$ cat src/rtl/simon_ks_pkg.sv
`timescale 1ns/1ps
package simon_ks_pkg;
  localparam int unsigned WORD_W     = 16;
  localparam int unsigned KEY_WORDS  = 4;
  localparam int unsigned NUM_ROUNDS = 32;
  localparam int unsigned ROT_A      = 3;
  localparam int unsigned ROT_B      = 4;
  // z sequence for the 4-word, 16-bit variant, bit i used by generated word i+4
  localparam logic [63:0] Z_SEQ = 64'h19C3522FB386A45F;
endpackage

$ cat src/rtl/ks_seq.sv
`timescale 1ns/1ps
module ks_seq #(
  parameter int unsigned WORD_W     = simon_ks_pkg::WORD_W,
  parameter int unsigned NUM_ROUNDS = simon_ks_pkg::NUM_ROUNDS,
  localparam int unsigned BIT_W   = $clog2(WORD_W),
  localparam int unsigned ROUND_W = $clog2(NUM_ROUNDS),
  localparam int unsigned TOTAL   = NUM_ROUNDS * WORD_W,
  localparam int unsigned CNT_W   = $clog2(TOTAL)
) (
  input  logic               clk_i,
  input  logic               rst_ni,
  input  logic               start_i,
  output logic               busy_o,
  output logic [ROUND_W-1:0] round_o,
  output logic [BIT_W-1:0]   bit_o
);
  localparam logic [CNT_W-1:0] CNT_LAST = CNT_W'(TOTAL - 1);

  logic             busy_q;
  logic [CNT_W-1:0] cnt_q;

  always_ff @(posedge clk_i or negedge rst_ni) begin
    if (!rst_ni) begin
      busy_q <= 1'b0;
      cnt_q  <= '0;
    end else if (busy_q) begin
      if (cnt_q == CNT_LAST) begin
        busy_q <= 1'b0;
        cnt_q  <= '0;
      end else begin
        cnt_q <= cnt_q + 1'b1;
      end
    end else if (start_i) begin
      busy_q <= 1'b1;
      cnt_q  <= '0;
    end
  end

  assign busy_o  = busy_q;
  assign round_o = cnt_q[CNT_W-1:BIT_W];
  assign bit_o   = cnt_q[BIT_W-1:0];

  p_first_beat_r3: assert property (@(posedge clk_i) disable iff (!rst_ni)
    $rose(busy_q) |-> (round_o == '0 && bit_o == '0));
  p_bit_step_r3: assert property (@(posedge clk_i) disable iff (!rst_ni)
    (busy_q && $past(busy_q)) |-> (bit_o == BIT_W'($past(bit_o) + 1'b1)));
  p_round_step_r3: assert property (@(posedge clk_i) disable iff (!rst_ni)
    (busy_q && $past(busy_q) && $past(bit_o) == '1) |-> (round_o == ROUND_W'($past(round_o) + 1'b1)));
  p_span_end_r3: assert property (@(posedge clk_i) disable iff (!rst_ni)
    $fell(busy_q) |-> ($past(round_o) == '1 && $past(bit_o) == '1));
  p_no_restart_r7: assert property (@(posedge clk_i) disable iff (!rst_ni)
    (busy_q && !(round_o == '1 && bit_o == '1)) |=> busy_q);
endmodule

$ cat src/rtl/ks_store.sv
`timescale 1ns/1ps
module ks_store #(
  parameter int unsigned WORD_W    = simon_ks_pkg::WORD_W,
  parameter int unsigned KEY_WORDS = simon_ks_pkg::KEY_WORDS,
  parameter int unsigned ROT_A     = simon_ks_pkg::ROT_A,
  parameter int unsigned ROT_B     = simon_ks_pkg::ROT_B,
  localparam int unsigned BIT_W  = $clog2(WORD_W),
  localparam int unsigned LUT_AW = $clog2(ROT_B),
  localparam int unsigned KEY_W  = WORD_W * KEY_WORDS
) (
  input  logic             clk_i,
  input  logic             rst_ni,
  input  logic             load_i,
  input  logic [KEY_W-1:0] key_i,
  input  logic             busy_i,
  input  logic [BIT_W-1:0] bit_i,
  input  logic             new_bit_i,
  output logic             old_o,
  output logic             mid_o,
  output logic             mid_next_o,
  output logic             top_a_o,
  output logic             top_b_o
);
  localparam logic [BIT_W-1:0] LUT_END  = BIT_W'(ROT_B);
  localparam logic [BIT_W-1:0] BIT_LAST = BIT_W'(WORD_W - 1);

  logic [WORD_W-1:0] words [KEY_WORDS];
  logic [ROT_B-1:0]  lut_q;
  logic              load_ok;
  logic              in_lut_phase;

  assign load_ok      = load_i && !busy_i;
  assign in_lut_phase = bit_i < LUT_END;

  for (genvar g = 0; g < KEY_WORDS; g++) begin : g_word
    logic [WORD_W-1:0] word_q;
    assign words[g] = word_q;
    if (g < KEY_WORDS - 1) begin : g_mid
      // plain transfer path: take the next word's LSB at the top
      always_ff @(posedge clk_i or negedge rst_ni) begin
        if (!rst_ni)      word_q <= '0;
        else if (load_ok) word_q <= key_i[g*WORD_W +: WORD_W];
        else if (busy_i)  word_q <= {words[g+1][0], word_q[WORD_W-1:1]};
      end
    end else begin : g_top
      always_ff @(posedge clk_i or negedge rst_ni) begin
        if (!rst_ni)                word_q <= '0;
        else if (load_ok)           word_q <= key_i[g*WORD_W +: WORD_W];
        else if (busy_i) begin
          if (in_lut_phase)         word_q <= {word_q[0], word_q[WORD_W-1:1]};
          else if (bit_i == BIT_LAST) word_q <= {new_bit_i, word_q[WORD_W-1:ROT_B+1], lut_q};
          else                      word_q <= {new_bit_i, word_q[WORD_W-1:1]};
        end
      end
    end
  end

  always_ff @(posedge clk_i or negedge rst_ni) begin
    if (!rst_ni)                      lut_q <= '0;
    else if (busy_i && in_lut_phase)  lut_q[bit_i[LUT_AW-1:0]] <= new_bit_i;
  end

  assign old_o      = words[0][0];
  assign mid_o      = words[1][0];
  // at the last bit the wrapped bit 0 of the middle word already sits in the oldest word
  assign mid_next_o = (bit_i == BIT_LAST) ? words[0][1] : words[1][1];
  assign top_a_o    = words[KEY_WORDS-1][ROT_A];
  assign top_b_o    = words[KEY_WORDS-1][ROT_B];

  p_lut_hold_r9: assert property (@(posedge clk_i) disable iff (!rst_ni)
    (busy_i && !in_lut_phase) |=> $stable(lut_q));
  p_idle_hold_r6: assert property (@(posedge clk_i) disable iff (!rst_ni)
    (!busy_i && !load_i) |=> ($stable(words[0]) && $stable(words[KEY_WORDS-1])));
endmodule

$ cat src/rtl/ks_mix.sv
`timescale 1ns/1ps
module ks_mix #(
  parameter int unsigned WORD_W     = simon_ks_pkg::WORD_W,
  parameter int unsigned NUM_ROUNDS = simon_ks_pkg::NUM_ROUNDS,
  localparam int unsigned BIT_W   = $clog2(WORD_W),
  localparam int unsigned ROUND_W = $clog2(NUM_ROUNDS)
) (
  input  logic [ROUND_W-1:0] round_i,
  input  logic [BIT_W-1:0]   bit_i,
  input  logic               old_i,
  input  logic               mid_i,
  input  logic               mid_next_i,
  input  logic               top_a_i,
  input  logic               top_b_i,
  output logic               new_bit_o
);
  logic z_bit;
  logic c_bit;

  assign z_bit = simon_ks_pkg::Z_SEQ[round_i] & (bit_i == '0);
  // inversion with the low two bits restored
  assign c_bit = bit_i >= BIT_W'(2);
  assign new_bit_o = old_i ^ c_bit ^ mid_i ^ mid_next_i ^ top_a_i ^ top_b_i ^ z_bit;

  initial begin
    assert (NUM_ROUNDS <= 66) else $error("z sequence too short for NUM_ROUNDS");
  end
endmodule

$ cat src/rtl/simon_keysched.sv
`timescale 1ns/1ps
module simon_keysched #(
  parameter int unsigned WORD_W     = simon_ks_pkg::WORD_W,
  parameter int unsigned KEY_WORDS  = simon_ks_pkg::KEY_WORDS,
  parameter int unsigned NUM_ROUNDS = simon_ks_pkg::NUM_ROUNDS,
  localparam int unsigned BIT_W   = $clog2(WORD_W),
  localparam int unsigned ROUND_W = $clog2(NUM_ROUNDS),
  localparam int unsigned KEY_W   = WORD_W * KEY_WORDS
) (
  input  logic               clk_i,
  input  logic               rst_ni,
  input  logic               load_i,
  input  logic [KEY_W-1:0]   key_i,
  input  logic               start_i,
  output logic               kbit_valid_o,
  output logic               kbit_o,
  output logic [ROUND_W-1:0] round_o,
  output logic [BIT_W-1:0]   bit_idx_o
);
  logic               busy;
  logic [ROUND_W-1:0] round;
  logic [BIT_W-1:0]   bit_idx;
  logic               old_bit, mid_bit, mid_next, top_a, top_b, new_bit;

  ks_seq #(.WORD_W(WORD_W), .NUM_ROUNDS(NUM_ROUNDS)) u_seq (
    .clk_i, .rst_ni, .start_i,
    .busy_o(busy), .round_o(round), .bit_o(bit_idx)
  );

  ks_store #(.WORD_W(WORD_W), .KEY_WORDS(KEY_WORDS)) u_store (
    .clk_i, .rst_ni, .load_i, .key_i,
    .busy_i(busy), .bit_i(bit_idx), .new_bit_i(new_bit),
    .old_o(old_bit), .mid_o(mid_bit), .mid_next_o(mid_next),
    .top_a_o(top_a), .top_b_o(top_b)
  );

  ks_mix #(.WORD_W(WORD_W), .NUM_ROUNDS(NUM_ROUNDS)) u_mix (
    .round_i(round), .bit_i(bit_idx),
    .old_i(old_bit), .mid_i(mid_bit), .mid_next_i(mid_next),
    .top_a_i(top_a), .top_b_i(top_b), .new_bit_o(new_bit)
  );

  assign kbit_valid_o = busy;
  assign kbit_o       = old_bit;
  assign round_o      = round;
  assign bit_idx_o    = bit_idx;

  p_reset_idle_r1: assert property (@(posedge clk_i) disable iff (!rst_ni)
    $rose(kbit_valid_o) |-> $past(start_i));
endmodule

$ cat config.mk
export PLATFORM = sky130hd
export DESIGN_NAME = simon_keysched
export DESIGN_NICKNAME = d
export VERILOG_FILES = /design/src/rtl/simon_ks_pkg.sv /design/src/rtl/ks_seq.sv /design/src/rtl/ks_store.sv /design/src/rtl/ks_mix.sv /design/src/rtl/simon_keysched.sv
export SDC_FILE = /design/constraint.sdc
export NUM_CORES = 1
export LEC_CHECK = 0
export BUFFER_PORTS_ARGS = -buffer_cell sky130_fd_sc_hd__buf_4
export CAP_MARGIN = 20
export CORE_MARGIN = 2
export CORE_UTILIZATION = 36
export DETAILED_ROUTE_END_ITERATION = 10
export SKIP_LAST_GASP = 1
export SLEW_MARGIN = 15
export SYNTH_ARGS = -nofsm -noshare
export SYNTH_HDL_FRONTEND = slang
export SYNTH_SLANG_ARGS = --single-unit
$ cat constraint.sdc
create_clock -name clk_i -period 2.32 [get_ports clk_i]
set_clock_uncertainty 0.15 [all_clocks]
set_input_delay 0.116 -clock clk_i [delete_from_list [all_inputs] [get_ports clk_i]]
set_output_delay 0.116 -clock clk_i [all_outputs]
set_load 0.005 [all_outputs]
---- Word-level counts from Yosys, hierarchy flattened ----
Memory sizes are Yosys's and may differ from the RTL's.
Index checks and enable logic that the tools add are counted.
cells by class
  add/sub/neg operators ................... 1
  order comparisons ....................... 5
  equal/unequal tests ..................... 2
  mux-type cells .......................... 21
  bitwise gates (word level) .............. 7
  reductions and logical operators ........ 7
operators by type and width
  operator                                                    count
  2-to-1 mux 16 bit                                           9
  2-to-1 mux 9 bit                                            3
  adder 9 x 1 -> 9 bit, second input constant                 1
  == test 9 bit, second input constant                        1
  less-than comparator 5 x 7 -> 1 bit, second input constant  1
  2-to-1 mux 1 bit                                            6
  XOR 1 bit                                                   6
  bitwise mux 4 bit                                           1
  == test 4 bit, second input constant                        1
  >= comparator 4 x 2 -> 1 bit, second input constant         1
  zero test 4 bit                                             1
  less-than comparator 4 x 3 -> 1 bit, second input constant  1
  2-to-1 mux 4 bit                                            1
  nonzero test 2 bit                                          2
  logical AND 1 bit                                           3
  less-than comparator 2 x 3 -> 1 bit, second input constant  1
  demux 1 bit (select 2 bit)                                  1
  >= comparator 2 x 1 -> 1 bit, second input constant         1
  bitwise AND 1 bit                                           1
  zero test 1 bit                                             1
word-level totals
  flip-flop bits (word level) ............. 78
  memory bits (read-only) ................. 32
  input bits .............................. 68
  output and inout bits ................... 11
  word-level logic and storage cells ...... 51
  memories ................................ 1
memories
  name             words  bits a word  rd ports  clocked after memory_dff  wr ports  line          source
  (no name shown)  32     1            1         0                         0         ks_mix.sv:20  assign z_bit = simon_ks_pkg::Z_SEQ[round_i] & (bit_i == '0);

---- Depth between registers and ports, before layout ----
Gate-level depths: netlist of run 1.
  depth in word-level cells ............... 10
  mapped depth ............................ 10

---- Cells and area by module ----
Synthesis of run 1 repeated with hierarchy kept, for this count alone.
unflattened totals
  cells, all modules ...................... 368
  area total of the unflattened synthesis .. 3,957.5 µm²
modules (own cells, without submodules)
  module    times used  cells each  area an instance (µm²)
  ks_store  1           297         3,233.1
  ks_seq    1           51          543.0
  ks_mix    1           20          181.4

---- Worst setup path after synthesis of run 1 ----
OpenSTA, ideal clock, no wires.
  path kind ............................... register to register
  start point ............................. register u_seq.cnt_q[0]
  end point ............................... register u_seq.cnt_q[3]
  library setup time ...................... 96 ps
  arrival ................................. 1,959 ps
  required time ........................... 2,074 ps
  path slack .............................. 115 ps
  cell stages (with the launch flop) ...... 11
  buffers on the path ..................... 2
  period minus slack after synthesis ...... 2,205 ps
  cells stage by stage .................... dfrtp_1 ha_1 and3_1 clkbuf_1 and4_1 ha_1 nor2b_1 clkbuf_1 a21o_1 nand2_1 o31ai_1
between the ends
  word-level cells in the longest chain between the ends .. 3
  elaborated cells between the ends (all ways) .. 4
  those cells by class .................... 1 x add/sub; 1 x eq/ne; 2 x mux
ends and longest elaborated chain
  what                                                          line                        source
  start: declaration                                            ks_seq.sv:20                logic [CNT_W-1:0] cnt_q;
  start signal: assignment                                      ks_seq.sv:31                cnt_q <= cnt_q + 1'b1;
  adder 9 x 1 -> 9 bit / == test 9 bit (equally long branches)  ks_seq.sv:31, ks_seq.sv:27
  2-to-1 mux 9 bit *                                            ks_seq.sv:27                if (cnt_q == CNT_LAST) begin
  2-to-1 mux 9 bit *                                            ks_seq.sv:26                end else if (busy_q) begin
Every way passes the cells marked *; elsewhere a longest branch is shown, timed or not.
A chain may end at the register's enable or synchronous reset.

---- Worst setup path in the final report of run 1 ----
  start point ............................. register u_seq.cnt_q[5]
  end point ............................... register u_store.lut_q[0]
between the ends
  word-level cells in the longest chain between the ends .. 5
ends and longest elaborated chain
  what                                    line            source
  memory read (32 x 1 bit)                --
  2-to-1 mux 1 bit (not written as such)  ks_mix.sv:20
  bitwise AND 1 bit                       ks_mix.sv:20
  XOR 1 bit                               ks_mix.sv:23    assign new_bit_o = old_i ^ c_bit ^ mid_i ^ mid_next_i ^ top_a_i ^ top_b_i ^ z_bit;
  bitwise mux 4 bit                       ks_store.sv:60  else if (busy_i && in_lut_phase) lut_q[bit_i[LUT_AW-1:0]] <= new_bit_i;
  end signal: indexed assignment          ks_store.sv:60
  end: declaration                        ks_store.sv:28  logic [ROT_B-1:0] lut_q;
No other way between the ends. The select of a mux whose other input is x is not followed.

==> results of run 1 <==
## through the flow
stage	hold WS (ns)	util, %	power (uW)
CTS	0.1428	52.98	3008
detailed placement	-0.009793	44.38	1725
floorplan	-0.3296	-	1574
finish	0.1390	52.99	2963
global route	0.1961	52.99	3092
global placement	-0.01269	44.38	1720
## worst max path at each step
stage / from / to / cells past startpoint
2_1_floorplan: u_seq.cnt_q[0] / u_seq.cnt_q[3] / 10
3_5_place_dp: u_seq.cnt_q[5] / u_store.lut_q[0] / 6
5_1_grt: u_seq.cnt_q[5] / u_store.lut_q[1] / 6
6_report: u_seq.cnt_q[5] / u_store.lut_q[0] / 6
3_3_place_gp: u_seq.cnt_q[5] / u_store.lut_q[0] / 6
4_1_cts: u_seq.cnt_q[5] / u_store.lut_q[0] / 6
## timing repair
action                                 in CTS  in global routing
endpoints found under the hold margin     105                  0
hold buffers                               66                  0
setup endpoints to repair                   0                  4
resized for setup                           0                  1
## layout make-up
class	instances	area [um^2]	area share, %
clock inverters	7	102.6	1.876
flip-flops and latches	78	1957	35.77
inverters	4	15.01	0.2745
well taps	136	170.2	3.111
clock buffers	9	123.9	2.264
multi-input cells	270	1755	32.09
repair buffers	154	1346	24.61
## synth_stat cells (all sizes together)
library cell	n	share of area (%)
a211oi	5	0.98
a21o	1	0.20
a21oi	4	0.52
a22o	2	0.46
a31oi	5	0.82
and3	1	0.16
and3b	1	0.23
and4	1	0.23
buf	8	1.2
clkbuf	17	1.7
dfrtp	78	51
ha	8	2.6
inv	4	0.39
mux2	5	1.5
mux2i	62	16
nand2	71	7.0
nand2b	1	0.16
nand3	10	1.3
nand4	1	0.16
nor2	4	0.39
nor2b	9	1.5
nor3	1	0.13
o2111ai	1	0.39
o21ai	71	9.3
o31ai	1	0.20
xnor2	4	0.91
xnor3	1	0.59
## cell families (layout without fill, tap and decap cells)
family	count (synthesis)	in the layout	synth area share [%]
AND/OR/NAND/NOR	100	100	11.20
buffers and inverters	29	174	3.233
multiplexers	67	67	17.67
adder cells (fa/ha/maj)	8	8	2.613
AO/OA/AOI/OAI	90	90	12.83
XOR/XNOR	5	5	1.502
flip-flops	78	78	50.95
## worst max-delay path, cell delays in order (launching register included)
cell and delay [ns]:
dfrtp_2 0.47, ha_1 0.28, nor2b_1 0.13, o21ai_0 0.22, o2111ai_2 0.15, xnor3_1 0.42
mux2_2 0.28
## sequential cells by signal (all words and copies together) (netlist names)
| signal | flops |
|---|---|
| u_store.g_word.word_q | 64 |
| u_seq.busy_o | 1 |
| u_store.lut_q | 4 |
| u_seq.cnt_q | 9 |
## per-layer routing
layer | wire [um] | part of all wire [%] | up-vias | global-route usage (%)
met5 | 0 | 0 | - | 0
met4 | 162 | 1.8 | 0 | 6.772
met3 | 236 | 2.6 | 10 | 2.310
met2 | 4277 | 48 | 59 | 27.08
met1 | 4252 | 48 | 1498 | 22.17
li1 | - | - | 1590 | -
## power by group through the flow
stage	Sequential [uW]	Clock (uW)	Combinational, uW
after floorplan	1450	0	121
after global placement	1460	0	260
after detailed placement	1460	0	265
after CTS	1430	1220	354
after global routing	1440	1270	385
final	1430	1180	349
==> results.sh, run 1 <==
export IMPL_r2r_start="u_seq.cnt_q[5]"
export IMPL_max_freq_mhz=450.9
export IMPL_combPwrFrac_pct=11.8
export IMPL_syn_inst=377
export IMPL_fillerInstances=925
export IMPL_p_sw_share_pct=24.14
export IMPL_p_leak_uw=0.002613
export IMPL_grt_pass1_wl_mm=15.19
export IMPL_final_common_cell="buf_4"
export IMPL_max_clock_path_buffers=2
export IMPL_post_place_ws_ns=0.1058
export IMPL_dp_hpwl_mm=5.638
export IMPL_arrival_ns=2.30
export IMPL_drc=0
export IMPL_worstMarginPinSlew_ns=0.6265
export IMPL_r2r_cells=6
export IMPL_drv_slew=0
export IMPL_antenna_violating_nets_post_route=0
export IMPL_synth_area_per_cell_um2=10.16
export IMPL_yosysWarnings=0
export IMPL_cts_tree="done"
export IMPL_path_class="flip-flop to flip-flop"
export IMPL_first_iter_violations=135
export IMPL_die_w_um=107.2
export IMPL_start_util_pct=37.11
export IMPL_timing_rr_end="u_store.lut_q[0]"
export IMPL_worstPathRequired_ns=2.40
export IMPL_irDropWorstVdd_v=0.0002387
export IMPL_stdcell_area_um2=5470
export IMPL_drv_cap=0
export IMPL_final_instance_count_excl_fill=658
export IMPL_cp_start_kind="flip-flop"
export IMPL_wl_per_cell_um=13.57
export IMPL_place_inst=576
export IMPL_totalWireLength_mm=8.929
export IMPL_r2r_slack_ns=0.10
export IMPL_power_switching_uw=715.3
export IMPL_p_per_area_nw_per_um2=541.6
export IMPL_clkTransAtPathRegs_ns=0.09
export IMPL_synth_fp_nets=453
export IMPL_final_cell_mix="86 x buf_4, 76 x dfrtp_1, 71 x o21ai_0, 71 x nand2_1, 66 x dlygate4sd3_1"
export IMPL_synth_seq_cells=78
export IMPL_drive_gt1_share_pct=21.46
export IMPL_die_y_um=107.2
export IMPL_grt_pass1_vias=3208
export IMPL_dieArea_um2=11480
export IMPL_cts_root_buf="clkbuf_8"
export IMPL_syn_cell_area_um2=3831
export IMPL_area_growth_pct=42.78
export IMPL_firstDrtPassIters=4
export IMPL_endpoint_kind="flip-flop"
export IMPL_slew_headroom_pct=58.23
export IMPL_setup_ws_ns=0.1024
export IMPL_antenna_found_initial=0
export IMPL_placementRows=37
export IMPL_gp_congestion=0.7922
export IMPL_p_clk_share_pct=39.8
export IMPL_intPower_uw=2248
export IMPL_rsz0062_at_grt="false"
export IMPL_tns_ns=0
export IMPL_ios=79
export IMPL_seq_power_share_pct=48.4
export IMPL_postCtsSetupBuffers=0
export IMPL_numPortBuffers=78
export IMPL_setup_violations_final=0
export IMPL_period_needed_ns=2.218
export IMPL_status="finished clean"
export IMPL_grt_max_degree=62
export IMPL_h_tree_depth=3
export IMPL_worstSkewPairLatency_ns=0.35
export IMPL_grtUsageTotal_pct=16.59
export IMPL_cts_buffers=9
export IMPL_placed_area_um2=4582
export IMPL_ys_seq_area_share_pct=50.95
export IMPL_via_count=3157
export IMPL_fin_crit_sh_pct=95.59
export IMPL_grt_ovfl_total=0
export IMPL_finalHoldViolCount=0
export IMPL_antenna_cells=0
export IMPL_synth_cell_types=29
export IMPL_viasPerCell=4.798
export IMPL_core_area_um2=10320
export IMPL_clock_sinks=78
export IMPL_hold_path_class="input port to asynchronous set/reset pin"
export IMPL_nNetsFinal=593
export IMPL_worst_path_max_fanout=9
Note: power is estimated with default switching activity, not from simulation.
==> run 2, diff against run 1 <==
- CORE_MARGIN: 2 -> 5
- SYNTH_HIERARCHICAL: not set -> 1
==> run 2 against run 1 <==
  * Register-to-register slack got worse by 0.03 ns
  * Largest cell class unchanged
  * Critical path type unchanged
  * Largest power group unchanged
  * Power increased by 93%
  * Global-route usage decreased by 2.5 points
  * Die area increased by 15%
  * Design area increased by 2.9%
==> results.sh, run 2 <==
export IMPL_status="finished clean"
export IMPL_r2r_start="u_seq/cnt_q[4]"
export IMPL_arrival_ns=2.32
export IMPL_dp_hpwl_mm=5.822
export IMPL_clock_sinks=78
export IMPL_synth_edf_count=0
export IMPL_yosys_area_top_type_share_pct=49.32
export IMPL_final_common_cell="buf_4"
export IMPL_power_switching_uw=1959
export IMPL_crit_slowest_cell="dfrtp_1"
export IMPL_hold_path_class="input port to asynchronous set/reset pin"
export IMPL_fin_crit_sh_pct=96.87
export IMPL_largest_reg_flops=64
export IMPL_drc=0
export IMPL_start_util_pct=36.67
export IMPL_antenna_violating_nets_post_route=0
export IMPL_finalHoldWorstSlack_ns=0.1329
export IMPL_antenna_cells=0
export IMPL_die_y_um=114.9
export IMPL_combPwrFrac_pct=40.7
export IMPL_via_count=3167
export IMPL_p_per_area_nw_per_um2=1016
export IMPL_yosysTopAreaCell="dfrtp_1"
export IMPL_final_instance_count_excl_fill=660
export IMPL_grt_max_degree=100
export IMPL_worstMarginPinSlew_ns=0.5730
export IMPL_firstDrtPassIters=6
export IMPL_dieArea_um2=13190
export IMPL_cp_cell_sequence="buf_6 -> ha_4 -> nor2b_4 -> o32a_1 -> a2111oi_4 -> xnor2_2 -> mux2_2"
export IMPL_h_tree_depth=3
export IMPL_setup_ws_ns=0.07266
export IMPL_nNetsFinal=589
export IMPL_placed_area_um2=4683
export IMPL_finalHoldViolCount=0
export IMPL_numPortBuffers=78
export IMPL_endpoint_kind="flip-flop"
export IMPL_post_place_ws_ns=-0.1452
export IMPL_r2r_slack_ns=0.07
export IMPL_place_inst=577
export IMPL_p_sw_share_pct=34.25
export IMPL_antenna_found_initial=0
export IMPL_drv_slew=0
export IMPL_stdcell_area_um2=5630
export IMPL_syn_inst=368
export IMPL_ios=79
export IMPL_yosysWarnings=6
export IMPL_critPathMaxStageDelay_ns=0.43
export IMPL_seq_power_share_pct=42.4
export IMPL_path_class="flip-flop to flip-flop"
export IMPL_max_freq_mhz=445.0
export IMPL_synth_cell_types=38
export IMPL_grt_ovfl_total=0
export IMPL_synth_area_per_cell_um2=10.75
export IMPL_post_route_util_pct=52.17
export IMPL_gp_congestion=0.8235
export IMPL_cts_root_buf="clkbuf_8"
export IMPL_largestRegisters="u_store/g_word.word_q (64), u_seq/cnt_q (9), u_store/lut_q (4)"
export IMPL_final_cell_mix="90 x buf_4, 77 x dfrtp_1, 66 x dlygate4sd3_1"
export IMPL_irDropWorstVdd_v=0.0004398
export IMPL_worst_path_max_fanout=5
export IMPL_drive_gt1_share_pct=25.00
export IMPL_yosysMostFrequentCell="dfrtp_1"
export IMPL_cts_buffers=9
export IMPL_totalWireLength_mm=9.142
export IMPL_rsz0062_at_grt="true"
export IMPL_max_clock_path_buffers=2
export IMPL_cts_tree="done"
export IMPL_slew_headroom_pct=61.66
export IMPL_synthArstFlopShare_pct=100.0
export IMPL_ys_seq_area_share_pct=49.32
export IMPL_intPower_uw=3761
export IMPL_synth_seq_cells=78
export IMPL_worstSkewPairLatency_ns=0.34
export IMPL_ys_flop_type="dfrtp_1"
export IMPL_synth_fp_nets=442
export IMPL_grtUsageTotal_pct=14.11
export IMPL_viasPerCell=4.798
export IMPL_core_area_um2=10790
export IMPL_first_iter_violations=127
export IMPL_area_growth_pct=42.27
export IMPL_r2r_cells=7
export IMPL_cp_start_kind="flip-flop"
export IMPL_worstPathRequired_ns=2.40
export IMPL_largest_register="u_store/g_word.word_q"
export IMPL_p_clk_share_pct=16.9
export IMPL_synth_top_cells_by_area="dfrtp_1 49%, mux2i_1 16%, o21ai_1 7.2%"
export IMPL_grt_pass1_vias=3082
export IMPL_setup_violations_final=0
export IMPL_drv_cap=0
export IMPL_clkTransAtPathRegs_ns=0.08
export IMPL_grt_pass1_wl_mm=14.92
export IMPL_syn_cell_area_um2=3958
export IMPL_placementRows=38
export IMPL_timing_rr_end="u_store/lut_q[0]"
export IMPL_synth_commonest_cells="78 x dfrtp_1, 65 x mux2i_1, 63 x nand2_1, 57 x o21ai_1, 8 x xnor2_1"
export IMPL_period_needed_ns=2.247
export IMPL_p_leak_uw=0.002721
export IMPL_die_w_um=114.9
export IMPL_wl_per_cell_um=13.85
-- run 2: cell count changes after synthesis, sizes merged, moves of 3 or more --
cell    change
mux2i       +3
o21ai      -10
nand4b      +3
nor2b       -7
clkbuf     -11
and2b       +6
a21oi       +3
xnor2       +4
nand2       -8
buf        +10
nand3       -4
-- run 2: layout make-up --
type	count	area, um^2
Inverter	3	11.26
Multi-Input combinational cell	263	1894
Fill cell	969	5162
Tap cell	140	175.2
Timing Repair Buffer	160	1408
Clock buffer	13	168.9
Clock inverter	3	17.52
Sequential cell	78	1956
-- run 2: timing repair --
action                                  4_1_cts  5_1_grt
pin swaps                                     1        6
hold buffers                                 66        0
gates resized for setup                       2       11
setup buffers                                 0        1
endpoints found under the setup margin        5        5
endpoints found under the hold margin       103        0
-- run 2: metrics by stage --
step	TNS [ns]	power, uW
2_1_floorplan	0	3786
3_3_place_gp	-0.01529	4440
3_5_place_dp	-0.4652	4499
4_1_cts	0	5639
5_1_grt	-0.1176	6177
6_report	0	5720
-- run 2: power groups by stage --
| stage | sequential, uW | clock, uW | combinational, uW |
|---|---|---|---|
| 5_1_grt | 2520 | 1050 | 2610 |
| 3_3_place_gp | 2420 | 0 | 2020 |
| 2_1_floorplan | 2420 | 0 | 1370 |
| 6_report | 2430 | 964 | 2330 |
| 4_1_cts | 2410 | 1010 | 2220 |
| 3_5_place_dp | 2430 | 0 | 2070 |
-- run 2: critical path, delay by kind of cell (launching register included) --
family                     cells  cell delay (ns)
muxes                          1             0.28
DFF                            1             0.43
and+or+nand+nor                1             0.11
buffers and inverters          1             0.14
AOI/OAI and AO/OA              2             0.71
xor gates and xnor gates       1             0.17
adders and majority gates      1             0.14
-- run 2: worst max-delay path by stage --
stage                        start                            to  cells after the start
global placement    u_seq/cnt_q[4]  u_store/g_word[3].word_q[15]                      8
floorplan           u_seq/cnt_q[4]  u_store/g_word[3].word_q[15]                      8
finish              u_seq/cnt_q[4]              u_store/lut_q[0]                      7
detailed placement  u_seq/cnt_q[4]  u_store/g_word[3].word_q[15]                      8
global route        u_seq/cnt_q[4]  u_store/g_word[3].word_q[15]                      8
CTS                 u_seq/cnt_q[4]              u_store/lut_q[0]                      7
-- run 2: metal layers --
layer	vias up	track usage (%)	routed length, um
li1	1602	-	-
met2	73	21.88	4229
met1	1482	19.83	4387
met5	-	0	0
met3	10	2.158	392
met4	0	5.634	133
-- run 2: cell families after synthesis --
logic type	Yosys count	synth area share [%]
DFF	78	49.32
and+or+nand+nor	92	11.35
muxes	72	18.43
adders and majority gates	6	1.897
AOI/OAI and AO/OA	85	12.17
xor gates and xnor gates	8	1.771
buffers and inverters	27	5.058
